[src/rtl/synth_pkg.sv]
package synth_pkg;

    localparam int RATIO_W     = 15;
    localparam int REF_LOG2    = 9;
    localparam int MIN_RATIO   = 2;
    localparam int LOCK_WIDTH  = 8;
    localparam int LOCK_CYCLES = 4;

    typedef struct packed {
        logic pump_hi;
        logic pump_off;
        logic test_route;
        logic drive_off;
    } ctl_t;

    typedef struct packed {
        logic up;
        logic dn;
    } pfd_t;

    function automatic pfd_t pfd_next(input pfd_t cur, input logic ref_ev, input logic div_ev);
        pfd_t n;
        n.up = cur.up | ref_ev;
        n.dn = cur.dn | div_ev;
        if (n.up && n.dn) begin
            n = '0;
        end
        return n;
    endfunction

endpackage

[src/rtl/synth_ref_div.sv]
module synth_ref_div #(
    parameter int CNT_W = synth_pkg::REF_LOG2
) (
    input  logic clk,
    input  logic rst,
    input  logic tick,
    output logic cmp_ev,
    output logic cmp_lvl
);
    logic [CNT_W-1:0] cnt;

    always_ff @(posedge clk) begin
        if (rst) begin
            cnt <= '0;
        end else if (tick) begin
            cnt <= cnt + 1'b1;
        end
    end

    assign cmp_ev  = tick && (cnt == '1);
    assign cmp_lvl = cnt[CNT_W-1];
endmodule

[src/rtl/synth_prog_div.sv]
module synth_prog_div #(
    parameter int W   = synth_pkg::RATIO_W,
    parameter int MIN = synth_pkg::MIN_RATIO
) (
    input  logic         clk,
    input  logic         rst,
    input  logic         tick,
    input  logic [W-1:0] ratio,
    output logic         div_ev,
    output logic         div_lvl,
    output logic [W-1:0] cnt_o,
    output logic [W-1:0] cur_o
);
    localparam logic [W-1:0] FLOOR = W'(MIN);

    logic [W-1:0] cnt;
    logic [W-1:0] cur;
    logic [W-1:0] eff;

    always_comb begin
        eff = (ratio < FLOOR) ? FLOOR : ratio;
    end

    always_ff @(posedge clk) begin
        if (rst) begin
            cnt <= '0;
            cur <= FLOOR;
        end else if (tick) begin
            if (cnt == '0) begin
                cnt <= eff - 1'b1;
                cur <= eff;
            end else begin
                cnt <= cnt - 1'b1;
            end
        end
    end

    assign div_ev  = tick && (cnt == '0);
    assign div_lvl = cnt < (cur >> 1);
    assign cnt_o   = cnt;
    assign cur_o   = cur;
endmodule

[src/rtl/synth_pfd.sv]
module synth_pfd
    import synth_pkg::*;
(
    input  logic clk,
    input  logic rst,
    input  logic ref_ev,
    input  logic div_ev,
    output pfd_t st,
    output pfd_t st_nxt
);
    always_comb begin
        st_nxt = pfd_next(st, ref_ev, div_ev);
    end

    always_ff @(posedge clk) begin
        if (rst) begin
            st <= '0;
        end else begin
            st <= st_nxt;
        end
    end
endmodule

[src/rtl/synth_lock_det.sv]
module synth_lock_det #(
    parameter int LW = synth_pkg::LOCK_WIDTH,
    parameter int LC = synth_pkg::LOCK_CYCLES
) (
    input  logic clk,
    input  logic rst,
    input  logic ref_tick,
    input  logic ref_ev,
    input  logic pulse_now,
    input  logic pulse_nxt,
    output logic locked
);
    localparam int WW = $clog2(LW + 1);
    localparam int GW = $clog2(LC + 1);

    logic [WW-1:0] w;
    logic [WW-1:0] w_n;
    logic [GW-1:0] good;
    logic [GW-1:0] good_inc;
    logic          bad;
    logic          wide;

    always_comb begin
        if (!pulse_now) begin
            w_n = '0;
        end else if (ref_tick && (w < WW'(LW))) begin
            w_n = w + 1'b1;
        end else begin
            w_n = w;
        end
        wide     = pulse_now && ref_tick && (w == WW'(LW - 1));
        good_inc = (good < GW'(LC)) ? good + 1'b1 : good;
    end

    always_ff @(posedge clk) begin
        if (rst) begin
            w      <= '0;
            good   <= '0;
            bad    <= 1'b0;
            locked <= 1'b0;
        end else begin
            w <= w_n;
            if (ref_ev) begin
                if (bad || wide) begin
                    good   <= '0;
                    locked <= 1'b0;
                end else begin
                    good   <= good_inc;
                    locked <= locked || (good_inc >= GW'(LC));
                end
                bad <= pulse_nxt && (w_n >= WW'(LW));
            end else if (wide) begin
                bad    <= 1'b1;
                good   <= '0;
                locked <= 1'b0;
            end
        end
    end
endmodule

[src/rtl/synth_loop_core.sv]
module synth_loop_core
    import synth_pkg::*;
#(
    parameter int RW  = RATIO_W,
    parameter int RL  = REF_LOG2,
    parameter int MR  = MIN_RATIO,
    parameter int LW  = LOCK_WIDTH,
    parameter int LC  = LOCK_CYCLES
) (
    input  logic          clk,
    input  logic          rst,
    input  logic          ref_tick,
    input  logic          vco_tick,
    input  logic [RW-1:0] ratio,
    input  logic          cp,
    input  logic          t0,
    input  logic          t1,
    input  logic          os,
    output logic          pump_up,
    output logic          pump_dn,
    output logic          pump_hi,
    output logic          drive_en,
    output logic          lock,
    output logic          tst_cmp,
    output logic          tst_div
);
    ctl_t          ctl;
    pfd_t          pfd_q;
    pfd_t          pfd_d;
    logic          ref_ev;
    logic          cmp_lvl;
    logic          div_ev;
    logic          div_lvl;
    logic [RW-1:0] div_cnt;
    logic [RW-1:0] cur_ratio;

    always_comb begin
        ctl.pump_hi    = cp;
        ctl.pump_off   = t0;
        ctl.test_route = t1;
        ctl.drive_off  = os;
    end

    synth_ref_div #(.CNT_W(RL)) u_ref (
        .clk     (clk),
        .rst     (rst),
        .tick    (ref_tick),
        .cmp_ev  (ref_ev),
        .cmp_lvl (cmp_lvl)
    );

    synth_prog_div #(.W(RW), .MIN(MR)) u_div (
        .clk     (clk),
        .rst     (rst),
        .tick    (vco_tick),
        .ratio   (ratio),
        .div_ev  (div_ev),
        .div_lvl (div_lvl),
        .cnt_o   (div_cnt),
        .cur_o   (cur_ratio)
    );

    synth_pfd u_pfd (
        .clk    (clk),
        .rst    (rst),
        .ref_ev (ref_ev),
        .div_ev (div_ev),
        .st     (pfd_q),
        .st_nxt (pfd_d)
    );

    synth_lock_det #(.LW(LW), .LC(LC)) u_lock (
        .clk       (clk),
        .rst       (rst),
        .ref_tick  (ref_tick),
        .ref_ev    (ref_ev),
        .pulse_now (pfd_q.up | pfd_q.dn),
        .pulse_nxt (pfd_d.up | pfd_d.dn),
        .locked    (lock)
    );

    assign pump_up  = pfd_q.up & ~ctl.pump_off;
    assign pump_dn  = pfd_q.dn & ~ctl.pump_off;
    assign pump_hi  = ctl.pump_hi;
    assign drive_en = ~ctl.drive_off;
    assign tst_cmp  = ctl.test_route & cmp_lvl;
    assign tst_div  = ctl.test_route & div_lvl;
endmodule

[config.mk]
export PLATFORM = sky130hd
export DESIGN_NAME = synth_loop_core
export DESIGN_NICKNAME = d
export VERILOG_FILES = /design/src/rtl/synth_pkg.sv /design/src/rtl/synth_ref_div.sv /design/src/rtl/synth_prog_div.sv /design/src/rtl/synth_pfd.sv /design/src/rtl/synth_lock_det.sv /design/src/rtl/synth_loop_core.sv
export SDC_FILE = /design/constraint.sdc
export NUM_CORES = 1
export LEC_CHECK = 0
export ABC_AREA = 0
export ABC_CLOCK_PERIOD_IN_PS = 2600
export BUFFER_PORTS_ARGS = -buffer_cell sky130_fd_sc_hd__buf_2
export CELL_PAD_IN_SITES_DETAIL_PLACEMENT = 1
export CELL_PAD_IN_SITES_GLOBAL_PLACEMENT = 2
export CORE_ASPECT_RATIO = 0.7
export CORE_UTILIZATION = 27
export DETAILED_ROUTE_END_ITERATION = 6
export GPL_ROUTABILITY_DRIVEN = 0
export PLACE_DENSITY_LB_ADDON = 0.1
export SKIP_CTS_REPAIR_TIMING = 1
export SYNTH_ARGS = -nofsm -noshare
export SYNTH_HDL_FRONTEND = slang
export SYNTH_SLANG_ARGS = --single-unit
[constraint.sdc]
create_clock -name clk -period 2.6 [get_ports clk]
set_input_delay 0.52 -clock clk [delete_from_list [all_inputs] [get_ports clk]]
set_output_delay 0.52 -clock clk [all_outputs]
set_load 0.03 [all_outputs]
# [After elaboration in Yosys (flattened, before gate mapping)]
# Cells that the tools add are included.
# W data, S select, Z words.
[op_classes] n_eq_ne=2 mux=14 n_bitwise=10 reduce_logical=12 n_addsub=5 n_lt_le_gt_ge=6
[op_table] operator="$mux W15" count=2
[op_table] operator="$sub A15 B1 Y15 const B" count=2
[op_table] operator="$logic_not A15 Y1" count=1
[op_table] operator="$lt A15 B14 Y1" count=1
[op_table] operator="$lt A15 B2 Y1 const B" count=1
[op_table] operator="$mux W3" count=4
[op_table] operator="$add A9 B1 Y9 const B" count=1
[op_table] operator="$eq A9 B9 Y1 const B" count=1
[op_table] operator="$mux W4" count=2
[op_table] operator="$logic_and A1 B1 Y1" count=7
[op_table] operator="$mux W1" count=5
[op_table] operator="$add A4 B1 Y4 const B" count=1
[op_table] operator="$and A1 B1 Y1" count=4
[op_table] operator="$eq A4 B3 Y1 const B" count=1
[op_table] operator="$ge A4 B4 Y1 const B" count=1
[op_table] operator="$lt A4 B4 Y1 const B" count=1
[op_table] operator="$or A1 B1 Y1" count=4
[op_table] operator="$add A3 B1 Y3 const B" count=1
[op_table] operator="$ge A3 B3 Y1 const B" count=1
[op_table] operator="$lt A3 B3 Y1 const B" count=1
[op_table] operator="$logic_or A1 B1 Y1" count=2
[op_table] operator="$mux W2" count=1
[op_table] operator="$not A1 Y1" count=2
[op_table] operator="$reduce_and A2 Y1" count=1
[op_table] operator="$reduce_bool A2 Y1" count=1
[word_totals] register_bits=50 word_cells=58

# [Depth between registers and ports, before layout]
[depth] depth_word=8 ltp_mapped=13

# [Hierarchy]
# A second synthesis with hierarchy kept.
[unflattened] hier_cells=376 hier_area_um2=3081.7
[by_module_without_submodules] module="synth_prog_div" n_inst=1 area_each_um2=2157.1 cells_per_inst=273 seq_area_each_um2=600.6
[by_module_without_submodules] module="synth_ref_div" n_inst=1 area_each_um2=400.4 cells_per_inst=44 seq_area_each_um2=180.2
[by_module_without_submodules] module="synth_lock_det" n_inst=1 area_each_um2=389.1 cells_per_inst=43 seq_area_each_um2=180.2
[by_module_without_submodules] module="synth_pfd" n_inst=1 area_each_um2=82.6 cells_per_inst=8 seq_area_each_um2=40.0
[by_module_without_submodules] module="synth_loop_core" n_inst=1 area_each_um2=52.6 cells_per_inst=8 seq_area_each_um2=0.0

# [Worst setup path after synthesis]
# OpenSTA, ideal clock, no wires.
[synth_timing] path_kind="input to register" startpoint="input port ratio[13]" endpoint="register u_div.cnt[12], in the netlist u_div.cnt_o[12]" arrival_time_ns=2.546 slack_ns=-0.080 path_buffers=0 stages=11 cell_sequence="nor4_2 > nand2_1 > o311ai_0 > or2b_1 > inv_1 > ha_1 > inv_1 > a211o_1 > nor4_2 > a211o_1 > o211ai_1"
[synth_via] elab_chain_len=4
[synth_lines] element="start: declaration" line="synth_loop_core.sv:14" source="input logic [RW-1:0] ratio,"
[synth_lines] element="$lt A15 B2 Y1" line="synth_prog_div.sv:21" source="eff = (ratio < FLOOR) ? FLOOR : ratio;"
[synth_lines] element="$mux W15" line="synth_prog_div.sv:21"
[synth_lines] element="$sub A15 B1 Y15" line="synth_prog_div.sv:30" source="cnt <= eff - 1'b1;"
[synth_lines] element="$mux W15" line="synth_prog_div.sv:29" source="if (cnt == '0) begin"
[synth_lines] element="end signal: assignment" line="synth_prog_div.sv:30"
[synth_lines] element="end signal: assignment" line="synth_prog_div.sv:33" source="cnt <= cnt - 1'b1;"
[synth_lines] element="end: declaration" line="synth_prog_div.sv:16" source="logic [W-1:0] cnt;"
# Every way passes these cells.
# A chain may end at the register's enable or synchronous reset.

# [Final worst setup path]
[layout_timing] startpoint="input port ratio[10]" endpoint="register u_div.cnt[8], in the netlist u_div.cnt_o[8]"
# The elaborated chain is that of the path after synthesis.

==> run metrics <==
status complete, no violations; DRT Pass-1 Iters 4; TritonCTS clock tree done; Clock Tree Buf Depth 2; Post-synth ARST share 0; Cell Area, Synth 3032 um^2; number of max-cap violations 0; switching pwr around 2.4 mW; EDFF count, synth 0; final core occ 0.3756; fraction of layout cells with a size suffix above 1 0.2719; Crit path largest cell delay 0.37 ns; clk_lat worst skew 0.29 ns; Hold Startpoint u_div.cur_o[2]; largest net degree at the start of global routing 26; Worst IR Drop VDD 487.7 uV; Avg WL per Cell between 15 and 20 um; GRT Total Usage 0.1887; Power Total ~5.3 mW; Clk pin slew, worst setup/hold paths 0.07 ns; ANT nets after route 0; slowest CP cell nor4_4; Root Driver clkbuf_16; Syn Area/Cell a little over 8 um^2; share of the synthesized area in the top cell type 0.3236; worst path cell trace buf_8 -> nor4_4 -> nand2_1 -> o311ai_2 -> or2b_1 -> inv_2 -> ha_4 -> inv_4 -> a211o_4 -> nor4_4 -> buf_4 -> nand2_2 -> o211ai_1; Ys Warns 0; PnR worst setup slack 0.02078 ns; area grow syn2layout 31.66%; Yosys top cell by area dfxtp_1; # DRC 0; starting density of the core 0.2853; first-pass GRT wire length ~17,000 um; cts bufs inserted 5; WP data arrival between 2 and 3 ns; register share of total power 0.194; Reg-to-Reg End u_div.cnt_o[8]; CTS H-tree depth 2; setup violators final 0; Leak Pwr 1.585 nW; final wirelength 10,320 um; Core Area around 11,000 um^2; Clock power frac 0.149; initial antenna violation count 0; num rows 31; vias in the first global route a little over 3,000; Setup Skew 0.004878 ns; grt total ovfl 0; Synth area leaders dfxtp_1, ha_1, nand2_1, a21oi_1, nor2_1; fin crit share 0.9920; Die H 90.66 um; clock sinks approximately 50; count of pins over their slew limit 0; Critical Path RT 2.82 ns; Worst Setup Start Kind input pin; Via density just over 5; sequential area share after synthesis 0.3236; Die Wd 128.7 um; Cells after Synth 377; IO Pins 30; crit path time final 2.579 ns; pre-CTS setup slack -0.4719 ns; dpl hpwl 7999 um; Post-Syn Nets 421; Yosys reg bits approximately 50; FF-to-FF setup slack roughly 0.070 ns; maximum clock rate 387.7 MHz; hold path cells 2; detailed-route via count ~3,000; Buffers on Ports 27; switching share of power 0.4478; die area 11,660 um^2; Main synth FF type dfxtp_1; pwr dens 1328 nW/um^2; WHS Endpoint u_div.cur_o[2]; Combinational Power Share 0.657; Antenna diodes 0; Worst R2R Path Depth 12; Worst-Margin Slew ~0.7 ns; Synth cell types 64; Top cell by count, worst path nor4_4; Worst Hold Class flip-flop to flip-flop; Rel. slew slack 0.5251; internal power between 2 and 3 mW; Hold Worst Slack 0.4561 ns; final net count 488; Reg2Reg Launch Point u_div.cnt_o[0]; Starting DRT DRC Count about 160; Worst setup EP type flip-flop; unrepaired setup endpoints after global routing yes; Critical Path Fanout Max 4; Setup CP Type input pin to flip-flop; Final Hold Fails 0
final cells by class:
type / count / area [um^2]
tap: 148 / 185.2
timing repair buffer: 78 / 540.5
inverter: 29 / 111.4
clock inverter: 2 / 37.54
sequential: 49 / 982.2
multi-input combinational: 281 / 1996
clock buffer: 6 / 138.9
fill: 1294 / 6636
kinds of logic after synthesis:
logic type,Yosys count,share of synthesized area
AOI/OAI and AO/OA,99,0.2220
xor gates and xnor gates,6,0.01733
adders and majority gates,21,0.08667
buffers and inverters,47,0.06479
DFF,49,0.3236
muxes,7,0.02353
and+or+nand+nor,148,0.2621
registers in the layout, summed over array words and instances (netlist names):
signal / cells
u_div.cnt_o: 15
u_div.cur_o: 14
u_ref.cnt: 9
u_lock.w: 4
u_lock.good: 3
u_pfd.st: 2
u_lock.bad: 1
u_lock.locked: 1
routing by layer:
layer / part of all wire / wire length (um) / global-route usage
met5: 0 / 0 / 0
met3: 0.041 / 423 / 0.02844
met4: 0.0071 / 73 / 0.03725
met2: 0.41 / 4221 / 0.2752
met1: 0.54 / 5606 / 0.2880
worst max-delay path, delay by kind of cell:
family,cells,cell delay [ns]
adder cells (fa/ha/maj),1,0.14
buffers and inverters,4,0.38
AND/OR/NAND/NOR,5,1.11
AO/OA/AOI/OAI,3,0.63
placed cells by master, fill, tap and decap left out, drive strengths merged, types with 7 or more instances in the layout:
cell and n:
o21ai 16, nand2 47, dfxtp 49, buf 78
nor3 9, nor4 9, a21oi 34, nand3 7
ha 21, a211o 7, inv 28, nor2 32
nand4 8
stage by stage:
stage	area, um^2	setup TNS [ns]	instances
6_report	3991	0	593
5_1_grt	3991	-0.3040	593
4_1_cts	3810	-0.8852	590
3_5_place_dp	3633	-2.364	582
3_3_place_gp	3633	-1.848	582
2_1_floorplan	3040	0	377
synth_stat cells (2+ instances only):
| cell type | count |
|---|---|
| o41ai_1 | 2 |
| ha_1 | 21 |
| xnor2_1 | 2 |
| a2111oi_0 | 5 |
| a21oi_1 | 34 |
| nand4_1 | 7 |
| nand2_1 | 47 |
| nand4b_1 | 2 |
| and2_1 | 3 |
| buf_2 | 4 |
| a221oi_1 | 2 |
| o211ai_1 | 3 |
| or2b_1 | 2 |
| nor4_1 | 5 |
| nor2b_1 | 6 |
| a31o_2 | 2 |
| xor2_1 | 4 |
| or2_2 | 3 |
| a211o_1 | 7 |
| clkbuf_1 | 6 |
| nor3_1 | 7 |
| dfxtp_1 | 49 |
| and4b_1 | 2 |
| o311ai_1 | 2 |
| nor2_1 | 31 |
| nor4_2 | 4 |
| nand2b_1 | 3 |
| or3_1 | 5 |
| mux2i_1 | 6 |
| buf_4 | 4 |
| inv_1 | 28 |
| a211oi_1 | 6 |
| buf_1 | 4 |
| nor3_2 | 2 |
| o21ai_0 | 14 |
| nand3_1 | 7 |
| nor3b_1 | 4 |
| a21o_1 | 6 |
how the worst max path moves through the flow:
stage                    from               to  slack, ns  depth (start not counted)
finish              ratio[10]   u_div.cnt_o[8]       0.02                         13
global route        ratio[10]   u_div.cnt_o[8]      -0.13                         13
CTS                 ratio[13]  u_div.cnt_o[10]      -0.20                         12
detailed placement  ratio[13]  u_div.cnt_o[10]      -0.47                         12
global placement    ratio[13]  u_div.cnt_o[10]      -0.42                         12
floorplan            ratio[9]  u_div.cnt_o[12]      0.009                         11
power by group through the flow:
| stage | logic [mW] | clock network [mW] | registers [mW] |
|---|---|---|---|
| 6_report | 3.48 | 0.789 | 1.03 |
| 5_1_grt | 3.80 | 0.851 | 1.04 |
| 3_5_place_dp | 3.00 | 0 | 1.04 |
| 4_1_cts | 3.02 | 0.820 | 1.02 |
| 2_1_floorplan | 1.87 | 0 | 1.05 |
| 3_3_place_gp | 2.95 | 0 | 1.03 |
(Power assumes the default switching activity.)
